File: config.mk
export PLATFORM = sky130hd
export DESIGN_NAME = pm_phase_meter
export DESIGN_NICKNAME = d
export VERILOG_FILES = /design/src/rtl/pm_pkg.sv /design/src/rtl/pm_ctrl.sv /design/src/rtl/pm_datapath.sv /design/src/rtl/pm_phase_meter.sv
export SDC_FILE = /design/constraint.sdc
export NUM_CORES = 1
export LEC_CHECK = 0
export BUFFER_PORTS_ARGS = -buffer_cell sky130_fd_sc_hd__buf_2
export CAP_MARGIN = 20
export CORE_UTILIZATION = 45
export CTS_CLUSTER_SIZE = 8
export DETAILED_ROUTE_END_ITERATION = 8
export PLACE_DENSITY_LB_ADDON = 0.08
export SYNTH_ARGS = -nofsm -noshare
export SYNTH_HDL_FRONTEND = slang
export SYNTH_SLANG_ARGS = --single-unit
File: constraint.sdc
create_clock -name clk -period 3.1 [get_ports clk]
set_input_delay 0.155 -clock clk [delete_from_list [all_inputs] [get_ports clk]]
set_output_delay 0.155 -clock clk [all_outputs]
set_load 0.005 [all_outputs]
File: src/rtl/pm_pkg.sv
package pm_pkg;

  typedef struct packed {
    logic periodRestart;
    logic periodInc;
    logic pulseRestart;
    logic pulseSeed;
    logic pulseInc;
    logic capture;
    logic timeoutHit;
    logic divStep;
    logic divDone;
  } pmStrobeT;

endpackage

File: src/rtl/pm_ctrl.sv
module pm_ctrl
  import pm_pkg::*;
#(
  parameter int PHASE_W = 8
) (
  input  logic     clk,
  input  logic     rstN,
  input  logic     refIn,
  input  logic     rspIn,
  input  logic     sampleEn,
  output pmStrobeT strobes
);

  localparam int STEP_W = $clog2(PHASE_W + 1);
  localparam logic [STEP_W-1:0] LAST_STEP = STEP_W'(PHASE_W);

  logic [2:0] refSync;
  logic [2:0] rspSync;
  logic       refRise;
  logic       rspRise;
  logic       discOn;
  logic       firstSeen;
  logic       busy;
  logic [STEP_W-1:0] stepCnt;

  always_ff @(posedge clk) begin
    if (!rstN) begin
      refSync <= '0;
      rspSync <= '0;
    end else begin
      refSync <= {refSync[1:0], refIn};
      rspSync <= {rspSync[1:0], rspIn};
    end
  end

  assign refRise = refSync[1] & ~refSync[2];
  assign rspRise = rspSync[1] & ~rspSync[2];

  always_ff @(posedge clk) begin
    if (!rstN) begin
      discOn    <= 1'b0;
      firstSeen <= 1'b0;
    end else begin
      if (rspRise)      discOn <= 1'b0;
      else if (refRise) discOn <= 1'b1;
      if (refRise) firstSeen <= 1'b1;
    end
  end

  always_ff @(posedge clk) begin
    if (!rstN) begin
      busy    <= 1'b0;
      stepCnt <= '0;
    end else if (strobes.capture) begin
      busy    <= 1'b1;
      stepCnt <= '0;
    end else if (busy) begin
      if (stepCnt == LAST_STEP) busy <= 1'b0;
      else                      stepCnt <= stepCnt + 1'b1;
    end
  end

  always_comb begin
    strobes.periodRestart = refRise;
    strobes.periodInc     = sampleEn;
    strobes.pulseRestart  = refRise;
    strobes.pulseSeed     = refRise & ~rspRise & sampleEn;
    strobes.pulseInc      = discOn & ~rspRise & sampleEn;
    strobes.capture       = refRise & firstSeen & ~busy;
    strobes.timeoutHit    = discOn & ~rspRise;
    strobes.divStep       = busy & (stepCnt != LAST_STEP);
    strobes.divDone       = busy & (stepCnt == LAST_STEP);
  end

  // a response edge always disarms the discriminator
  a_r2_disc_clears: assert property (@(posedge clk) disable iff (!rstN)
    rspRise |=> !discOn);

  // the divider finishes once, then goes idle
  a_r6_done_once: assert property (@(posedge clk) disable iff (!rstN)
    strobes.divDone |=> (!strobes.divDone && !busy));

endmodule

File: src/rtl/pm_datapath.sv
module pm_datapath
  import pm_pkg::*;
#(
  parameter int PHASE_W = 8,
  parameter int CNT_W   = 16
) (
  input  logic               clk,
  input  logic               rstN,
  input  pmStrobeT           strobes,
  output logic               valid,
  output logic [PHASE_W-1:0] phaseCode,
  output logic [CNT_W-1:0]   pulseCount,
  output logic [CNT_W-1:0]   periodCount,
  output logic               timeout
);

  logic [CNT_W-1:0]   periodCnt;
  logic [CNT_W-1:0]   pulseCnt;
  logic [CNT_W-1:0]   capPulse;
  logic [CNT_W-1:0]   heldPulse;
  logic [CNT_W-1:0]   heldPeriod;
  logic               heldTimeout;
  logic               satFlag;
  logic [CNT_W-1:0]   rem;
  logic [CNT_W:0]     remShift;
  logic               fits;
  logic [PHASE_W-1:0] quot;

  always_ff @(posedge clk) begin
    if (!rstN) begin
      periodCnt <= '0;
      pulseCnt  <= '0;
    end else begin
      if (strobes.periodRestart)
        periodCnt <= CNT_W'(strobes.periodInc);
      else if (strobes.periodInc && periodCnt != '1)
        periodCnt <= periodCnt + 1'b1;
      if (strobes.pulseRestart)
        pulseCnt <= CNT_W'(strobes.pulseSeed);
      else if (strobes.pulseInc && pulseCnt != '1)
        pulseCnt <= pulseCnt + 1'b1;
    end
  end

  assign capPulse = strobes.timeoutHit ? periodCnt : pulseCnt;
  assign remShift = {rem, 1'b0};
  assign fits     = remShift >= {1'b0, heldPeriod};

  always_ff @(posedge clk) begin
    if (!rstN) begin
      heldPulse   <= '0;
      heldPeriod  <= '0;
      heldTimeout <= 1'b0;
      satFlag     <= 1'b0;
      rem         <= '0;
      quot        <= '0;
    end else if (strobes.capture) begin
      heldPulse   <= capPulse;
      heldPeriod  <= periodCnt;
      heldTimeout <= strobes.timeoutHit;
      satFlag     <= capPulse >= periodCnt;
      rem         <= capPulse;
      quot        <= '0;
    end else if (strobes.divStep) begin
      rem  <= fits ? CNT_W'(remShift - {1'b0, heldPeriod}) : rem << 1;
      quot <= {quot[PHASE_W-2:0], fits};
    end
  end

  always_ff @(posedge clk) begin
    if (!rstN) begin
      valid       <= 1'b0;
      phaseCode   <= '0;
      pulseCount  <= '0;
      periodCount <= '0;
      timeout     <= 1'b0;
    end else begin
      valid <= strobes.divDone;
      if (strobes.divDone) begin
        phaseCode   <= satFlag ? '1 : quot;
        pulseCount  <= heldPulse;
        periodCount <= heldPeriod;
        timeout     <= heldTimeout;
      end
    end
  end

  a_r6_valid_pulse: assert property (@(posedge clk) disable iff (!rstN)
    valid |=> !valid);

  a_r3_pulse_within_period: assert property (@(posedge clk) disable iff (!rstN)
    valid |-> pulseCount <= periodCount);

  a_r5_timeout_saturates: assert property (@(posedge clk) disable iff (!rstN)
    (valid && timeout) |-> (phaseCode == '1 && pulseCount == periodCount));

  a_r7_zero_code: assert property (@(posedge clk) disable iff (!rstN)
    (valid && pulseCount == '0 && periodCount != '0) |-> phaseCode == '0);

endmodule

File: src/rtl/pm_phase_meter.sv
module pm_phase_meter
  import pm_pkg::*;
#(
  parameter int PHASE_W = 8,
  parameter int CNT_W   = 16
) (
  input  logic               clk,
  input  logic               rstN,
  input  logic               refIn,
  input  logic               rspIn,
  input  logic               sampleEn,
  output logic               valid,
  output logic [PHASE_W-1:0] phaseCode,
  output logic [CNT_W-1:0]   pulseCount,
  output logic [CNT_W-1:0]   periodCount,
  output logic               timeout
);

  pmStrobeT strobes;

  pm_ctrl #(.PHASE_W(PHASE_W)) uCtrl (
    .clk(clk), .rstN(rstN), .refIn(refIn), .rspIn(rspIn),
    .sampleEn(sampleEn), .strobes(strobes)
  );

  pm_datapath #(.PHASE_W(PHASE_W), .CNT_W(CNT_W)) uDp (
    .clk(clk), .rstN(rstN), .strobes(strobes), .valid(valid),
    .phaseCode(phaseCode), .pulseCount(pulseCount),
    .periodCount(periodCount), .timeout(timeout)
  );

endmodule

==> results summary <==
After global routing, the most crowded layer is met2. The switching power total came out at 965 uW. The number of global-route vias before repair came out at 6025. In this run, the number of DRC markers left after iteration 0 of detailed routing was 457.

The maximum count of clock buffers along a single path is 2. In this run the critical register-to-register path is captured at uDp.rem[2]. The combinational fraction of design power came out at approximately 2.8%. The met2 track utilization from global routing came out at 41.4%. Setup repair after global routing left no endpoint under its margin. The sequential power share is 44.9%.

The number of iterations in the first detailed-routing pass is 5. The setup clock skew after layout came out at 0.00832 ns. The initial core utilization came out at 45.9%. The remaining antenna violation count after routing is 0. The count of final max-slew check failures came out at 0. The worst-margin pin slew came out at 0.775 ns. The static leakage came out at 0.00327 uW. By area the synthesized netlist is led by sky130_fd_sc_hd__dfxtp_1 (40%), sky130_fd_sc_hd__nand2_1 (8.1%), sky130_fd_sc_hd__a21oi_1 (6.7%). The worst hold margin came out at roughly 0.093 ns. At the end of the flow, the number of nets in the layout was 988. The first-pass GRT wire length came out at 32300 um. The worst hold path endpoint is uCtrl.discOn. The maximum VDD drop came out at between 0.3 and 0.4 mV.

The total detailed-routing wirelength is 20400 um. The number of ports placed on the die boundary is 47. In this run, post-CTS repair resized a total of 0 instances. The worst setup path is of the flop to flop kind.

The standard cell core area is 0.0159 sq mm. The number of stages on the worst hold path is 2. The number of clock buffers added by TritonCTS is 17. The vertical extent of the die is 129 um.

In this run the most critical hold path is launched from rstN. The die covers 0.0167 sq mm. Across the run, the number of max-cap violations was 0.

The weighted congestion reported at the end of routability-driven placement came out at a little over 0.9. The number of endpoints failing setup at the final stage came out at 0. The clock latency of the later-clocked register in the worst-skew pair came out at 0.43 ns. The upper clock frequency limit is 362 MHz. The flow ran to the end, and the final reports show no timing, DRC or antenna violations. The nature of the critical path endpoint is a flop. The power per standard cell area is 499 mW/mm^2. The clock transition at the register clock pins on the worst setup and hold paths after CTS is roughly 0.06 ns. The synthesized instance count came out at 914. The part of the cycle the worst path needs came out at 89.2%.

The total global-route track usage came out at 25.4%. Yosys mapped the design onto 64 distinct sky130hd cell types. The sequential fraction of the synthesis area came out at approximately two fifths.

The number of flops mapped to enable cells by yosys came out at 0. The switching part of the total power came out at between 20 and 25%. In the routed design, unresolved DRC markers number 0. Global routing consumed, on the met3 layer, 5.24% of the routing resources. The count of final hold-check violations came out at 0. In this run the core area contains 46 standard-cell rows. Clock tree synthesis found a total of about 150 sinks.

The startpoint of the most critical register-to-register path is uDp.heldPeriod[14]. The number of synthesized register bits came out at 145. STA classifies the critical path startpoint as a flop. After detailed routing, the average wire length per cell comes to 17.4 um. The shortest clock period the worst path allows after layout is 2.77 ns. The H-tree generated during clock tree synthesis spans 4 levels.

The number of port buffers came out at 46. The via count is 6483. The depth of the most critical reg-to-reg path came out at 8. Along the worst path, the maximum fanout reaches 17. The average cell area after synthesis is approximately 8.0 sq um. Among all cell types in the netlist, the one instantiated most often is sky130_fd_sc_hd__nand2_1.

The horizontal die dimension is 129 um. The synthesis-to-layout area growth is 14.9%. The internal power is 3230 uW. The global route total overflow is 0. The antenna cell count came out at 0. The cell sitting at the root of the clock tree is a sky130_fd_sc_hd__clkbuf_16. The final HPWL from detailed placement came out at 14600 um. The number of nets handed over by synthesis was 956. After detailed routing, the number of vias per cell comes to between 5 and 6. After synthesis, the largest area contributor takes up 39.8% of total cell area. At the worst endpoint, the required time is 3.38 ns. Of the cells placed in the final design, the portion with a size suffix greater than 1 is 12.0%. In the synthesized netlist the dominant register cell turns out to be sky130_fd_sc_hd__dfxtp_1. The clock tree from TritonCTS is done. The biggest area consumer among synthesized cells is sky130_fd_sc_hd__dfxtp_1. The class of the most critical hold timing path is primary input to flop. The global-route track usage on met1 came out at about a third.

Summing every instance area after synthesis gives around 0.0073 sq mm. The share of total power dissipated in the clock network is a little over half. The slack of the worst reg-to-reg path came out at 0.33 ns. By count the netlist is led by sky130_fd_sc_hd__nand2_1 (157), sky130_fd_sc_hd__dfxtp_1 (145), sky130_fd_sc_hd__a21oi_1 (98). Setup total negative slack on the finished layout was measured at 0 ns. The data arrival time of the critical path is 3.04 ns. Entering global routing, the biggest net connects between 50 and 60 pins.

The normalized max-slew margin is 48.3%. The initial antenna violation count came out at 0. Of all flip-flops after synthesis, the portion carrying an async set or reset was 0%.

Yosys printed 0 warnings.
## cells in the final DEF (no fill, tap or decap), types with 17 or more instances in the layout
cell,instances
sky130_fd_sc_hd__nand4_1,20
sky130_fd_sc_hd__ha_1,36
sky130_fd_sc_hd__nor3_1,23
sky130_fd_sc_hd__nor2_1,75
sky130_fd_sc_hd__nand2_1,157
sky130_fd_sc_hd__dfxtp_1,145
sky130_fd_sc_hd__o21ai_0,29
sky130_fd_sc_hd__buf_2,46
sky130_fd_sc_hd__xnor2_1,23
sky130_fd_sc_hd__clkbuf_16,17
sky130_fd_sc_hd__nand3_1,27
sky130_fd_sc_hd__a21oi_1,98
sky130_fd_sc_hd__and3_1,17
sky130_fd_sc_hd__inv_1,43
## metal layers
metal	vias up	wire length [um]
li1	3256	-
met1	3059	9650
met2	151	9560
met3	17	947
met4	0	243
met5	-	0
## kinds of logic after synthesis
logic type,synth area share (%)
AO/OA/AOI/OAI,18.2
multiplexers,2.74
flip-flops,39.8
AND/OR/NAND/NOR,23.3
adder cells (fa/ha/maj),6.45
XOR/XNOR,4.44
buffers and inverters,5.09
## state kept, by name (all words and copies together) (netlist names), 3 cells and up
signal and cells:
uDp.rem 16, uDp.periodCnt 16, uCtrl.rspSync 3, uDp.pulseCount 16, uDp.heldPeriod 16, uDp.phaseCode 8, uDp.pulseCnt 16, uCtrl.refSync 3
uCtrl.stepCnt 4, uDp.heldPulse 16, uDp.quot 8, uDp.periodCount 16
## through the flow
step	cell area, sq um	worst slack [ns]	util, %	cells	total power, uW
2_1_floorplan	7300	0.716	-	914	2000
3_3_place_gp	7730	0.458	48.7	1141	2040
3_5_place_dp	7730	0.369	48.7	1141	2040
4_1_cts	8390	0.386	52.8	1175	4240
5_1_grt	8390	0.224	52.8	1175	4330
6_report	8390	0.334	52.8	1175	4190
## worst max path at each step
stage	slack (ns)	cells past startpoint	end	from
floorplan	0.72	12	uDp.satFlag	uCtrl.rspSync[2]
global placement	0.46	8	uDp.rem[2]	uDp.heldPeriod[14]
detailed placement	0.37	8	uDp.rem[2]	uDp.heldPeriod[14]
CTS	0.39	8	uDp.rem[2]	uDp.heldPeriod[14]
global route	0.22	8	uDp.rem[2]	uDp.heldPeriod[14]
finish	0.33	8	uDp.rem[2]	uDp.heldPeriod[14]
## power by group through the flow
stage / clock, uW / combinational (uW) / sequential, uW
after global placement: 0 / 115 / 1930
after CTS: 2240 / 117 / 1880
after detailed placement: 0 / 115 / 1930
after global routing: 2320 / 128 / 1880
final: 2190 / 117 / 1880
after floorplan: 0 / 80.8 / 1920
## critical path, cell delays in order (launching register included)
cell	delay, ns
sky130_fd_sc_hd__dfxtp_1	0.36
sky130_fd_sc_hd__inv_1	0.06
sky130_fd_sc_hd__ha_1	0.37
sky130_fd_sc_hd__a21o_1	0.24
sky130_fd_sc_hd__a211oi_2	0.44
sky130_fd_sc_hd__o41a_1	0.70
sky130_fd_sc_hd__o21ai_0	0.19
sky130_fd_sc_hd__nor3_1	0.16
sky130_fd_sc_hd__o22ai_1	0.11
## repair_timing
item	4_1_cts	5_1_grt
hold endpoints to repair	2	0
buffers inserted	0	0
hold buffers	2	0
## final cells by class
class	count	area, sq um
sequential	145	2900
clock inverter	14	195
fill	1547	7500
tap	216	270
timing repair buffer	65	390
inverter	44	165
clock buffer	18	439
multi-input combinational	673	4030
(Power assumes the default switching activity.)
